## src/rtl/pwm_tick_pkg.sv

```systemverilog
package pwm_tick_pkg;
  typedef enum logic {
    REG_CTRL = 1'b0,
    REG_DUTY = 1'b1
  } pwm_reg_e;
endpackage

```

## src/rtl/pwm_rst_sync.sv

```systemverilog
module pwm_rst_sync #(
  parameter int STAGES = 2
) (
  input  logic clk,
  input  logic rst_n,
  output logic rst_n_sync
);
  logic [STAGES-1:0] chain_q;
  logic [STAGES-1:0] chain_d;

  always_comb begin
    chain_d = {chain_q[STAGES-2:0], 1'b1};
  end

  always_ff @(posedge clk or negedge rst_n) begin
    if (!rst_n) chain_q <= '0;
    else        chain_q <= chain_d;
  end

  assign rst_n_sync = chain_q[STAGES-1];
endmodule

```

## src/rtl/pwm_regs.sv

```systemverilog
module pwm_regs
  import pwm_tick_pkg::*;
#(
  parameter int DATA_W = 8,
  parameter int SEL_W  = 2,
  parameter int DUTY_W = 7
) (
  input  logic              clk,
  input  logic              rst_n,
  input  logic              wr,
  input  logic              addr,
  input  logic [DATA_W-1:0] wdata,
  output logic [DATA_W-1:0] rdata,
  output logic              en,
  output logic [SEL_W-1:0]  sel,
  output logic [DUTY_W-1:0] duty
);
  localparam int EN_BIT = DATA_W - 1;

  logic              en_q, en_d;
  logic [SEL_W-1:0]  sel_q, sel_d;
  logic [DUTY_W-1:0] duty_q, duty_d;
  logic              wr_ctrl, wr_duty;

  always_comb begin
    wr_ctrl = wr && (pwm_reg_e'(addr) == REG_CTRL);
    wr_duty = wr && (pwm_reg_e'(addr) == REG_DUTY);
    en_d    = wr_ctrl ? wdata[EN_BIT]      : en_q;
    sel_d   = wr_ctrl ? wdata[SEL_W-1:0]   : sel_q;
    duty_d  = wr_duty ? wdata[DUTY_W-1:0]  : duty_q;
  end

  always_ff @(posedge clk or negedge rst_n) begin
    if (!rst_n) begin
      en_q   <= 1'b0;
      sel_q  <= '0;
      duty_q <= '0;
    end else begin
      en_q   <= en_d;
      sel_q  <= sel_d;
      duty_q <= duty_d;
    end
  end

  always_comb begin
    rdata = '0;
    if (pwm_reg_e'(addr) == REG_CTRL) begin
      rdata[EN_BIT]    = en_q;
      rdata[SEL_W-1:0] = sel_q;
    end else begin
      rdata[DUTY_W-1:0] = duty_q;
    end
  end

  assign en   = en_q;
  assign sel  = sel_q;
  assign duty = duty_q;

  // a duty write lands one edge later; otherwise duty holds
  a_r7_duty_lands: assert property (@(posedge clk) disable iff (!rst_n)
    wr_duty |=> (duty_q == $past(wdata[DUTY_W-1:0])));
  a_r2_duty_hold: assert property (@(posedge clk) disable iff (!rst_n)
    !(wr && addr) |=> $stable(duty_q));
endmodule

```

## src/rtl/pwm_counter.sv

```systemverilog
module pwm_counter #(
  parameter int CNT_W = 8
) (
  input  logic             clk,
  input  logic             rst_n,
  input  logic             tick_en,
  output logic [CNT_W-1:0] cnt
);
  logic [CNT_W-1:0] cnt_q, cnt_d;

  always_comb begin
    cnt_d = tick_en ? cnt_q + CNT_W'(1) : cnt_q;
  end

  always_ff @(posedge clk or negedge rst_n) begin
    if (!rst_n) cnt_q <= '0;
    else        cnt_q <= cnt_d;
  end

  assign cnt = cnt_q;

  // step by one on tick, hold otherwise
  a_r4_step: assert property (@(posedge clk) disable iff (!rst_n)
    tick_en |=> (cnt_q == $past(cnt_q) + CNT_W'(1)));
  a_r4_hold: assert property (@(posedge clk) disable iff (!rst_n)
    !tick_en |=> $stable(cnt_q));
endmodule

```

## src/rtl/pwm_compare.sv

```systemverilog
module pwm_compare #(
  parameter int CNT_W  = 8,
  parameter int SEL_W  = 2,
  parameter int DUTY_W = 7
) (
  input  logic              clk,
  input  logic              rst_n,
  input  logic [CNT_W-1:0]  cnt,
  input  logic              en,
  input  logic [SEL_W-1:0]  sel,
  input  logic [DUTY_W-1:0] duty,
  input  logic              gpio_val,
  output logic              pin
);
  localparam int TOP_EXP = CNT_W - 1;

  logic [CNT_W-1:0] span;
  logic [CNT_W-1:0] mask;
  logic [CNT_W-1:0] phase;
  logic             below;

  always_comb begin
    span  = CNT_W'(1) << (TOP_EXP - int'(sel));
    mask  = span - CNT_W'(1);
    phase = cnt & mask;
    below = phase < CNT_W'(duty);
    pin   = en ? below : gpio_val;
  end

  // duty at or above a short period keeps the pin high
  a_r8_full_high: assert property (@(posedge clk) disable iff (!rst_n)
    (en && (sel != '0) && (CNT_W'(duty) >= span)) |-> pin);
  // select 0, last phase of the period is always low
  a_r9_last_low: assert property (@(posedge clk) disable iff (!rst_n)
    (en && (sel == '0) && (cnt[TOP_EXP-1:0] == '1)) |-> !pin);
endmodule

```

## src/rtl/pwm_tick_gen.sv

```systemverilog
module pwm_tick_gen #(
  parameter int DATA_W = 8,
  parameter int CNT_W  = 8,
  parameter int SEL_W  = 2,
  parameter int SYNC_STAGES = 2
) (
  input  logic              clk,
  input  logic              rst_n,
  input  logic              tick_en,
  input  logic              bus_wr,
  input  logic              bus_addr,
  input  logic [DATA_W-1:0] bus_wdata,
  output logic [DATA_W-1:0] bus_rdata,
  input  logic              gpio_val,
  output logic              pwm_out
);
  localparam int DUTY_W = CNT_W - 1;

  logic              rst_n_i;
  logic              en;
  logic [SEL_W-1:0]  sel;
  logic [DUTY_W-1:0] duty;
  logic [CNT_W-1:0]  cnt;

  pwm_rst_sync #(.STAGES(SYNC_STAGES)) u_rst (
    .clk(clk), .rst_n(rst_n), .rst_n_sync(rst_n_i)
  );

  pwm_regs #(.DATA_W(DATA_W), .SEL_W(SEL_W), .DUTY_W(DUTY_W)) u_regs (
    .clk(clk), .rst_n(rst_n_i), .wr(bus_wr), .addr(bus_addr),
    .wdata(bus_wdata), .rdata(bus_rdata), .en(en), .sel(sel), .duty(duty)
  );

  pwm_counter #(.CNT_W(CNT_W)) u_cnt (
    .clk(clk), .rst_n(rst_n_i), .tick_en(tick_en), .cnt(cnt)
  );

  pwm_compare #(.CNT_W(CNT_W), .SEL_W(SEL_W), .DUTY_W(DUTY_W)) u_cmp (
    .clk(clk), .rst_n(rst_n_i), .cnt(cnt), .en(en), .sel(sel),
    .duty(duty), .gpio_val(gpio_val), .pin(pwm_out)
  );

  // a control write leaves the counter on its normal step
  a_r6_sel_no_restart: assert property (@(posedge clk) disable iff (!rst_n_i)
    (bus_wr && !bus_addr && tick_en) |=> (cnt == $past(cnt) + CNT_W'(1)));
  // disabled pin follows the fallback input
  a_r10_fallback: assert property (@(posedge clk) disable iff (!rst_n_i)
    !en |-> (pwm_out == gpio_val));
endmodule

```

## config.mk

```make
export PLATFORM = sky130hd
export DESIGN_NAME = pwm_tick_gen
export DESIGN_NICKNAME = d
export VERILOG_FILES = /design/src/rtl/pwm_tick_pkg.sv /design/src/rtl/pwm_rst_sync.sv /design/src/rtl/pwm_regs.sv /design/src/rtl/pwm_counter.sv /design/src/rtl/pwm_compare.sv /design/src/rtl/pwm_tick_gen.sv
export SDC_FILE = /design/constraint.sdc
export NUM_CORES = 1
export LEC_CHECK = 0
export BUFFER_PORTS_ARGS = -buffer_cell sky130_fd_sc_hd__buf_2
export CAP_MARGIN = 20
export CORE_MARGIN = 4
export CORE_UTILIZATION = 45
export DETAILED_ROUTE_END_ITERATION = 16
export PLACE_DENSITY = 0.71
export SYNTH_ARGS = -nofsm -noshare
export SYNTH_HDL_FRONTEND = slang
export SYNTH_HIERARCHICAL = 1
export SYNTH_SLANG_ARGS = --single-unit
```

## constraint.sdc

```tcl
create_clock -name clk -period 1.1 [get_ports clk]
set_input_delay 0.055 -clock clk [delete_from_list [all_inputs] [get_ports clk]]
set_output_delay 0.055 -clock clk [all_outputs]
set_load 0.01 [all_outputs]
```

### Word level (Yosys, flattened, before mapping)

Cells that the tools add are included.
W data, S select, Z words.

* add/subtract/negate cells: 3
* muxes and demuxes: 4
* reduce and logical (&&, ||, !) cells: 2
* $lt $le $gt $ge: 1
* bitwise logic cells: 2
* eq/ne operators: 0
* multiply operators: 0
* div/mod/pow operators: 0
* shift-type cells: 1

Operators by type and width (number)
* $shl A1 B32 Y8 const A: 1
* $add A8 B1 Y8 const B: 1
* $and A8 B8 Y8: 1
* $lt A8 B7 Y1: 1
* $sub A8 B1 Y8 const B: 1
* $mux W5: 1
* $sub A3 B2 Y4 const A: 1
* $logic_and A1 B1 Y1: 2
* $mux W1: 2
* $mux W2: 1
* $not A1 Y1: 1

* bits in read-only memories: 0
* memory bits (writable): 0
* bits of input ports: 14
* latch bits: 0
* register bits after elaboration: 20
* memories kept: 0

### Logic depth before layout (Yosys ltp)

* depth after elaboration: 6
* gate-level depth with buffers: 6
* mapped depth without buffers: 6

### By module

The synthesis kept the hierarchy.

By module, submodules not included
* pwm_regs: area each 450.4 um^2, instances 1, cells an instance 31
* pwm_counter: area each 337.8 um^2, instances 1, cells an instance 26
* pwm_compare: area each 188.9 um^2, instances 1, cells an instance 26
* pwm_rst_sync: area each 53.8 um^2, instances 1, cells an instance 3

### Least setup slack after synthesis

Ideal clock, no wire load.

* path kind: register to output
* start: register u_cnt.cnt_q[5] (netlist: u_cnt/cnt[5])
* end: output port pwm_out
* path buffers: 0
* data required time: 1.045 ns
* data arrival time: 1.247 ns
* setup slack: -0.202 ns
* stages on the path, launching flop included: 7
* cells stage by stage: dfrtp_1 -> nor2b_1 -> ha_1 -> a21o_1 -> nand2_1 -> nand4b_1 -> o22ai_2

* longest elaborated chain between the ends: 3

RTL lines
* start: declaration: RTL line pwm_counter.sv:9 `logic [CNT_W-1:0] cnt_q, cnt_d;`
* start signal: assignment: RTL line pwm_counter.sv:17 `else cnt_q <= cnt_d;`
* $and A8 B8 Y8: RTL line pwm_compare.sv:25 `phase = cnt & mask;`
* $lt A8 B7 Y1: RTL line pwm_compare.sv:26 `below = phase < CNT_W'(duty);`
* $mux W1: RTL line pwm_compare.sv:27 `pin = en ? below : gpio_val;`
* end: declaration: RTL line pwm_tick_gen.sv:15 `output logic pwm_out`

Every way passes these cells.

### Worst setup path in the final report

* start: register u_regs.sel_q[1] (netlist: u_regs/sel[1])
* end: output port pwm_out

* longest elaborated chain between the ends: 6

RTL lines
* start: declaration: RTL line pwm_regs.sv:21 `logic [SEL_W-1:0] sel_q, sel_d;`
* start signal: assignment: RTL line pwm_regs.sv:40 `sel_q <= sel_d;`
* $sub A3 B2 Y4: RTL line pwm_compare.sv:23 `span = CNT_W'(1) << (TOP_EXP - int'(sel));`
* $shl A1 B32 Y8: RTL line pwm_compare.sv:23
* $sub A8 B1 Y8: RTL line pwm_compare.sv:24 `mask = span - CNT_W'(1);`
* $and A8 B8 Y8: RTL line pwm_compare.sv:25
* $lt A8 B7 Y1: RTL line pwm_compare.sv:26
* $mux W1: RTL line pwm_compare.sv:27

Every way passes these cells.

==> results.py <==
metrics = {
    "sta": {
        "drv_slew": 0,
        "clock_skew_ps": 5.428,
        "fin_crit_sh_pct": 162.7,
        "finalWorstSetupSlack_ps": -689.8,
        "max_clock_freq_mhz": 558.7,
        "finalSetupViolations": 8,
        "final.min_clock_period_ps": 1790,
        "timing.hold.ws_ps": 42.87,
        "hold_viol": 0,
        "rsz0062_at_grt": "true",
    },
    "synthesis": {
        "syn_area_per_cell_um2": 12.04,
        "ys_warn_count": 6,
        "syn_inst": 82,
        "syn_nets": 103,
        "syn_area_um2": 987.2,
    },
    "worst_setup_path": {
        "worstPathRequired_ps": 1040,
        "crit_path_max_incr_delay_ps": 460,
        "reg2reg_to": "u_regs/duty[5]",
        "crit_slowest_cell": "dfrtp_2",
        "critical_path_class": "reg -> out",
        "r2r_start": "u_regs/duty[5]",
        "reg2reg_slack_ps": 0,
        "r2r_cells": 4,
        "cp-startpoint": "u_regs/sel[1]",
        "cpLargestDelayFamily": "flip-flops",
        "worst-path-buf-inv": 1,
        "path_cells": "nor2b_1 > ha_1 > a21o_1 > nand2_1 > nand4b_1 > o22ai_2 > buf_2",
        "cp.arrival_ps": 1730,
        "endpoint_kind": "primary output",
        "start_kind": "register",
        "critPathMaxFanout": 4,
    },
    "cells_and_area": {
        "antennaDiodeCount": 0,
        "layout-drive-gt1-share_pct": 52.24,
        "syn_to_final_growth_pct": 49.43,
        "nNetsFinal": 156,
        "fin_area_mm2": 0.001475,
    },
    "floorplanning": {
        "io_pins": 23,
        "die_x_um": 54.84,
        "start_util_pct": 48.82,
        "fp.coreArea_mm2": 0.002022,
        "dieArea_mm2": 0.003007,
        "rows": 16,
        "die_height_um": 54.84,
    },
    "power": {
        "irDropWorstVdd_v": 0.001484,
        "power_density_mw_per_mm2": 1775,
        "total_leakage_power_uw": 0.0007376,
    },
    "drt": {
        "wl_per_cell_um": 13.96,
        "num_vias": 774,
        "ant_nets": 0,
        "drc_errors": 0,
        "first_pass_iters": 4,
        "vias_per_cell": 4.807,
        "first_iter_violations": 9,
        "drt-total-wl_um": 2248,
    },
    "place": {
        "gp_routability_congestion": 0.7955,
        "post-place-ws_ps": -393.8,
        "io_buffers": 22,
        "hpwl_um": 1463,
        "placed_area_mm2": 0.001236,
    },
    "grt": {
        "grt.total_usage_pct": 17.58,
        "grt_max_degree": 18,
        "overflow": 0,
        "grt_pass1_wl_um": 3574,
        "antenna_found_initial": 0,
        "grt_pass1_vias": 830,
    },
    "run": {
        "maxCapViolations": 0,
    },
    "status": {
        "status": "finished with violations",
        "violations": "negative setup slack",
    },
    "min_path": {
        "hold_depth": 2,
        "holdCritStartpoint": "tick_en",
        "hp-class": "in -> reg",
        "min_to": "u_cnt/cnt[0]",
    },
    "cts": {
        "clk_latency_ps": 300,
        "clockBufferDepth": 2,
        "htree_levels": 1,
        "cts_root_buf": "clkbuf_4",
        "cts_tree": "yes",
        "cts_num_sinks": 19,
        "clkTransAtPathRegs_ps": 110,
        "numCtsBuffers": 3,
    },
}
[worst reg2reg max path: cells and delay by family (launching register included)]
kind | cells | cell delay [ps]
buffers and inverters | 3 | 350
multiplexers | 1 | 250
flip-flops | 1 | 400
[stage by stage]
stage / utilization (%) / cells / TNS [ps] / total power, uW
finish: 72.96 / 161 / -1495 / 2618
detailed placement: 61.14 / 145 / -460.5 / 2011
floorplan: - / 82 / -201.6 / 1564
global route: 72.96 / 161 / -2016 / 2813
CTS: 70.42 / 159 / -1504 / 2484
global placement: 61.14 / 145 / -393.4 / 1965
[sequential cells by signal (all words and copies together), names as in the netlist]
name,flops
u_cnt/cnt,7
u_regs/duty,7
u_regs/sel,2
u_rst/chain_q,2
u_regs/en,1
[worst max path at each step]
stage / end / depth (start not counted)
2_1_floorplan: pwm_out / 6
3_3_place_gp: pwm_out / 6
3_5_place_dp: pwm_out / 6
4_1_cts: pwm_out / 7
5_1_grt: pwm_out / 6
6_report: pwm_out / 7
[power by group]
part	switching, uW	total [uW]	internal (uW)
logic	497	1230	737
registers	143	1030	883
clock network	223	359	135
[layout by cell type (no fill, tap or decap), drive strengths merged]
| cell | n |
|---|---|
| and2 | 5 |
| ha | 7 |
| dlygate4sd3 | 9 |
| conb | 1 |
| buf | 40 |
| a21oi | 2 |
| nor3b | 1 |
| dfrtp | 19 |
| o22ai | 1 |
| xor2 | 3 |
| nor2 | 2 |
| clkbuf | 3 |
| nor2b | 3 |
| mux2 | 13 |
| a21o | 1 |
| clkinv | 1 |
| nand4 | 5 |
| nand2 | 4 |
| nand3 | 1 |
| xnor2 | 3 |
| nand4b | 1 |
| a21boi | 1 |
| inv | 7 |
| nand2b | 1 |
[routing by layer]
| metal | vias up | global-route usage [%] | wire [um] | part of all wire, % |
|---|---|---|---|---|
| met5 | - | 0 | 0 | 0 |
| met4 | 0 | 8.714 | 24 | 1.1 |
| met3 | 2 | 3.270 | 98 | 4.4 |
| met2 | 22 | 30.91 | 1204 | 54 |
| met1 | 368 | 20.07 | 921 | 41 |
| li1 | 382 | - | - | - |
[area by class of cell]
| type | instances | area (um2) |
|---|---|---|
| Clock buffer | 3 | 22.52 |
| Multi-Input combinational cell | 55 | 511.7 |
| Inverter | 7 | 26.28 |
| Tap cell | 27 | 33.78 |
| Sequential cell | 19 | 476.7 |
| Fill cell | 136 | 546.8 |
| Clock inverter | 1 | 5.005 |
| Timing Repair Buffer | 49 | 399.1 |
[timing repair]
| item | in CTS | in global routing |
|---|---|---|
| gates resized for setup | 15 | 9 |
| buffers inserted | 2 | 3 |
| hold endpoints to repair | 12 | 0 |
| hold buffers | 9 | 0 |
| pin swaps | 0 | 1 |
| endpoints found under the setup margin | 9 | 10 |
Note: power is estimated with default switching activity, not from simulation.
